**src/rtl/pwm_bank_pkg.sv**
```systemverilog
package pwm_bank_pkg;

    localparam int WORD_W   = 32;
    localparam int RUN_BIT  = 31;
    localparam int HIGH_LSB = 16;
    localparam int HIGH_W   = 8;
    localparam int DIV_LSB  = 0;
    localparam int DIV_W    = 13;

    typedef struct packed {
        logic              run;
        logic [HIGH_W-1:0] high;
        logic [DIV_W-1:0]  div;
    } chan_word_t;

    function automatic chan_word_t unpack_word(input logic [WORD_W-1:0] w);
        chan_word_t c;
        c.run  = w[RUN_BIT];
        c.high = w[HIGH_LSB +: HIGH_W];
        c.div  = w[DIV_LSB +: DIV_W];
        return c;
    endfunction

    function automatic logic [WORD_W-1:0] pack_word(input chan_word_t c);
        logic [WORD_W-1:0] w;
        w = '0;
        w[RUN_BIT]              = c.run;
        w[HIGH_LSB +: HIGH_W]   = c.high;
        w[DIV_LSB +: DIV_W]     = c.div;
        return w;
    endfunction

endpackage

```
**src/rtl/pwm_bank_regs.sv**
```systemverilog
module pwm_bank_regs
    import pwm_bank_pkg::*;
#(
    parameter int NUM_CH    = 4,
    parameter int ADDR_W    = 8,
    parameter int STRIDE_LG = 4
) (
    input  logic                       clk,
    input  logic                       rst_n,
    input  logic                       wr_en,
    input  logic                       rd_en,
    input  logic [ADDR_W-1:0]          addr,
    input  logic [WORD_W-1:0]          wdata,
    output logic [WORD_W-1:0]          rdata,
    output chan_word_t [NUM_CH-1:0]    cfg_o
);

    localparam int CH_W  = (NUM_CH > 1) ? $clog2(NUM_CH) : 1;
    localparam int NUM_W = ADDR_W - STRIDE_LG;

    typedef struct packed {
        chan_word_t [NUM_CH-1:0] cfg;
        logic [WORD_W-1:0]       rdata;
    } regs_state_t;

    regs_state_t s_d, s_q;

    logic [NUM_W-1:0] ch_num;
    logic [CH_W-1:0]  ch_sel;
    logic             hit;

    assign ch_num = addr[ADDR_W-1:STRIDE_LG];
    assign ch_sel = ch_num[CH_W-1:0];
    assign hit    = (addr[STRIDE_LG-1:0] == '0) && (32'(ch_num) < NUM_CH);

    always_comb begin
        s_d       = s_q;
        s_d.rdata = '0;
        if (wr_en && hit) begin
            s_d.cfg[ch_sel] = unpack_word(wdata);
        end
        if (rd_en && hit) begin
            s_d.rdata = pack_word(s_q.cfg[ch_sel]);
        end
    end

    always_ff @(posedge clk or negedge rst_n) begin
        if (!rst_n) begin
            s_q <= '0;
        end else begin
            s_q <= s_d;
        end
    end

    assign rdata = s_q.rdata;
    assign cfg_o = s_q.cfg;

endmodule

```
**src/rtl/pwm_bank_chan.sv**
```systemverilog
module pwm_bank_chan
    import pwm_bank_pkg::*;
(
    input  logic              clk,
    input  logic              rst_n,
    input  chan_word_t        cfg,
    output logic              pwm,
    output logic [HIGH_W-1:0] phase_o
);

    typedef struct packed {
        logic              run;
        logic [DIV_W-1:0]  tick_cnt;
        logic [HIGH_W-1:0] phase;
        logic [HIGH_W-1:0] high_a;
        logic [DIV_W-1:0]  div_a;
    } chan_state_t;

    chan_state_t s_d, s_q;

    always_comb begin
        s_d = s_q;
        if (!s_q.run) begin
            // Idle: counters parked, shadow follows the control word
            s_d.tick_cnt = '0;
            s_d.phase    = '0;
            s_d.high_a   = cfg.high;
            s_d.div_a    = cfg.div;
            s_d.run      = cfg.run;
        end else if (!cfg.run) begin
            s_d = '0;
        end else if (s_q.tick_cnt == s_q.div_a) begin
            s_d.tick_cnt = '0;
            s_d.phase    = s_q.phase + 1'b1;
            if (s_q.phase == '1) begin
                // Period boundary: pick up the new settings
                s_d.high_a = cfg.high;
                s_d.div_a  = cfg.div;
            end
        end else begin
            s_d.tick_cnt = s_q.tick_cnt + 1'b1;
        end
    end

    always_ff @(posedge clk or negedge rst_n) begin
        if (!rst_n) begin
            s_q <= '0;
        end else begin
            s_q <= s_d;
        end
    end

    assign pwm     = s_q.run && cfg.run && (s_q.phase < s_q.high_a);
    assign phase_o = s_q.phase;

endmodule

```
**src/rtl/pwm_bank.sv**
```systemverilog
module pwm_bank
    import pwm_bank_pkg::*;
#(
    parameter int NUM_CH    = 4,
    parameter int ADDR_W    = 8,
    parameter int STRIDE_LG = 4
) (
    input  logic              clk,
    input  logic              rst_n,
    input  logic              wr_en,
    input  logic              rd_en,
    input  logic [ADDR_W-1:0] addr,
    input  logic [31:0]       wdata,
    output logic [31:0]       rdata,
    output logic [NUM_CH-1:0] pwm_out
);

    chan_word_t [NUM_CH-1:0]              cfg_w;
    logic [NUM_CH-1:0][HIGH_W-1:0]        phase_w;

    pwm_bank_regs #(
        .NUM_CH    (NUM_CH),
        .ADDR_W    (ADDR_W),
        .STRIDE_LG (STRIDE_LG)
    ) u_regs (
        .clk   (clk),
        .rst_n (rst_n),
        .wr_en (wr_en),
        .rd_en (rd_en),
        .addr  (addr),
        .wdata (wdata),
        .rdata (rdata),
        .cfg_o (cfg_w)
    );

    for (genvar c = 0; c < NUM_CH; c++) begin : g_chan
        pwm_bank_chan u_chan (
            .clk     (clk),
            .rst_n   (rst_n),
            .cfg     (cfg_w[c]),
            .pwm     (pwm_out[c]),
            .phase_o (phase_w[c])
        );
    end

endmodule

```
**config.mk**
```make
export PLATFORM = sky130hd
export DESIGN_NAME = pwm_bank
export DESIGN_NICKNAME = d
export VERILOG_FILES = /design/src/rtl/pwm_bank_pkg.sv /design/src/rtl/pwm_bank_regs.sv /design/src/rtl/pwm_bank_chan.sv /design/src/rtl/pwm_bank.sv
export SDC_FILE = /design/constraint.sdc
export NUM_CORES = 1
export LEC_CHECK = 0
export CAP_MARGIN = 5
export CORE_MARGIN = 2
export CORE_UTILIZATION = 50
export CTS_CLUSTER_DIAMETER = 100
export DETAILED_ROUTE_END_ITERATION = 10
export DONT_BUFFER_PORTS = 1
export GPL_TIMING_DRIVEN = 1
export PLACE_DENSITY = 0.76
export SETUP_SLACK_MARGIN = 0.05
export SYNTH_ARGS = -nofsm -noshare
export SYNTH_HDL_FRONTEND = slang
export SYNTH_SLANG_ARGS = --single-unit
```
**constraint.sdc**
```tcl
create_clock -name clk -period 2.2 [get_ports clk]
set_input_delay 0.11 -clock clk [delete_from_list [all_inputs] [get_ports clk]]
set_output_delay 0.11 -clock clk [all_outputs]
set_load 0.1 [all_outputs]
```
==> results.md <==
* Slowest-stage cell, CP: or4_4
* Die Wd at 166 µm
* Status: finished, violations left
* Drc violations at 0
* WL/cell at 21.6 µm
* Dpl cells at approximately 1400
* Critical path required time at 2.70 ns
* CTS sink count at 282
* LEAKAGE at about 0.0074 µW
* Max Slew Vio Count at 0
* Antenna violations before repair at 0
* Post-DP Area at 0.0141 mm²
* Commonest register cell after synthesis: dfrtp_1
* Synth Instances at 1073
* Sequential cell area at around 0.0071 mm²
* CTS Buf Count at 29
* Final Instance Area at ~0.016 mm²
* Die area at 0.0276 mm²
* Delay-heaviest family, CP: simple AND/OR/NAND/NOR gates
* Area of the core at 0.0259 mm²
* Final clock skew at 0.0167 ns
* Place WS at -0.0740 ns
* Smallest hold slack at -0.728 ns
* Vias in the first global route at 9391
* Share of Yosys cell area claimed by the top area cell type at 0.537
* Crit Path Max Fanout at 5
* Final Hold Fails at 282
* Mapped Area at 0.0131 mm²
* Io pins at 80
* Clock Tree Root: clkbuf_16
* Pwr per Cell Area at between 700 and 800 mW/mm²
* Slew at the pin closest to its max-slew limit at around 0.88 ns
* # diodes at 0
* Share of cells above drive strength 1 at 0.294
* Post-layout util at 0.626
* Final WS setup at -0.0773 ns
* CTS Buffer Depth at 3
* Worst setup SP type: flip-flop
* Global-route wire length before repair at 51.6 mm
* Critical path type: flip-flop to flip-flop
* Crit end category: flip-flop
* Clk slew on worst S/H paths at approximately 0.070 ns
* VDD IR max at 704 µV
* GRT Resource Usage Total at 0.232
* # setup viols final at 41
* DR iter-0 viols at approximately 750
* Final wirelength at 33.7 mm
* CTS tree: done
* CP Cell Sequence: xnor2_1 > nand2_1 > or4_4 > buf_6 > o41ai_4 > buf_4 > buf_8 > a22o_1
* Min Tclk post-route at 2.28 ns
* Area of the multi-input gates at 0.00601 mm²
* Routability Congestion at 0.831
* Final global-route overflow total at 0
* Antenna-violating nets left at 0
* Crit path largest cell delay at ~0.58 ns
* Hold_buf cts at 27
* Routed vias at just over 9000
* Hold Crit Class: primary input to async pin
* Number of synthesized flops with an enable pin at 0
* HPWL Detailed at 20.6 mm
* Post-synth ARST share at 1.00
* Drt pass-1 iters at 5
* Area leader, netlist: dfrtp_1
* DR vias/cell at 5.98
* Warnings from Yosys at 0
* Port bufs at 0
* RSZ-0062 raised after global routing: true
* Clk_lat worst skew at 0.56 ns
* Max-cap viol count at 0
* Fillers at 1856
* FMAX at 0.439 GHz
* Die Y-Extent at 166 µm
* Slew HR at 0.411
* Sequential fraction of the synthesis area at 0.537
* Syn_area_per_cell at 12.3 µm²
* Number of H-tree levels at 1
* Dominant cells by area after synthesis: dfrtp_1 54%, mux2_2 7.5%, a22o_1 5.5%, xnor2_1 5.1%, mux4_2 3.8%
* Failing checks: negative hold slack, negative setup slack
* Layout Nets at ~1300
* Number of distinct library cells after synthesis at 51
* Bufs and invs on worst path at 3
* Largest net degree at the start of global routing at 283
* Row count at 59
* Crit share post-route at 1.04
* Non-filler cells, final at about 1600
* CP arrival at 2.77 ns
* Initial core utilization at 0.507
* Number of synthesized register bits at 282
* Area growth syn-to-layout at 23.3%
-- power by group --
part	internal, µW	total, µW	switching (µW)
clock	3170	5270	2100
sequential	5340	5500	157
combinational	614	1160	544
-- kinds of logic (layout without fill, tap and decap cells) --
logic type / Yosys count / in the layout / synth area share
flip-flops: 282 / 282 / 0.537
other: 1 / 10 / 0.000285
multiplexers: 115 / 115 / 0.117
AO/OA/AOI/OAI: 147 / 149 / 0.0934
adder cells (fa/ha/maj): 36 / 36 / 0.0343
buffers and inverters: 102 / 244 / 0.0376
XOR/XNOR: 101 / 101 / 0.0673
AND/OR/NAND/NOR: 289 / 289 / 0.114
-- synth_stat cells, types with 3 or more instances --
cell	number
a21o_1	8
a21oi_1	16
a22o_1	83
a31o_2	5
and2_1	4
and3_1	18
and4_1	6
buf_2	17
buf_4	14
buf_6	5
clkbuf_1	24
dfrtp_1	282
ha_1	36
inv_1	40
mux2_2	88
mux2i_1	5
mux4_2	22
nand2_1	49
nand2b_1	5
nand3_1	45
nand4_1	17
nor2_1	77
nor2b_1	22
nor3_1	4
nor4_1	11
o211ai_1	7
o21ai_0	9
o311ai_0	5
o41ai_2	3
or4_1	18
xnor2_1	77
xor2_1	24
-- state kept, by name, summed over array words and instances (netlist names) --
name and cells:
u_regs.rdata 22, g_chan.u_chan.phase_o 32, u_regs.cfg_o 88, g_chan.u_chan.s_q 140
-- layer usage --
layer | vias to the layer above | GRT usage | part of all wire | wire, µm
li1 | 4118 | - | - | -
met1 | 4796 | 0.324 | 0.43 | 14700
met2 | 354 | 0.371 | 0.47 | 15800
met3 | 69 | 0.0327 | 0.062 | 2110
met4 | 0 | 0.0854 | 0.034 | 1150
met5 | - | 0 | 0 | 0
-- path summary, 6_finish.rpt --
kind / from / to / slack [ns] / cells past startpoint
max reg2reg: g_chan[0].u_chan.s_q[36] / g_chan[0].u_chan.s_q[9] / -0.08 / 8
min in group clk: addr[4] / u_regs.rdata[6] / 0.02 / 2
max in group asynchronous: rst_n / g_chan[0].u_chan.s_q[29] / 2.49 / 0
min: rst_n / u_regs.rdata[20] / -0.73 / 0
max: g_chan[0].u_chan.s_q[36] / g_chan[0].u_chan.s_q[9] / -0.08 / 8
min reg2reg: g_chan[1].u_chan.s_q[16] / g_chan[1].u_chan.s_q[16] / 0.50 / 1
-- what timing repair did --
item,CTS,global route
gates resized for setup,26,45
endpoints found under the hold margin,389,282
buffers inserted,10,26
pin swaps,21,70
cloned,0,9
setup endpoints to repair,96,124
-- layout by cell type (no fill, tap or decap), types with 24 or more instances in the layout --
cell,instances
dfrtp_1,279
buf_4,94
mux2_2,88
a22o_1,83
nor2_1,77
xnor2_1,66
nand2_1,46
nand3_1,45
inv_1,39
clkbuf_16,35
ha_1,33
dlygate4sd3_1,25
xor2_1,24
-- stage by stage --
stage          total power [µW]  setup TNS (ns)
6_report                  11900           -1.71
4_1_cts                   11800           -1.46
5_1_grt                   12300           -5.82
3_3_place_gp               6340               0
3_5_place_dp               6380           -1.37
2_1_floorplan              6130               0
-- final cells by class --
type                       count  share of cell area
sequential                   282               0.436
multi-input combinational    700               0.371
timing repair buffer         152              0.0949
clock buffer                  34              0.0490
tap                          335              0.0259
clock inverter                18              0.0146
inverter                      40             0.00926
Power figures use the tool's default switching activity.
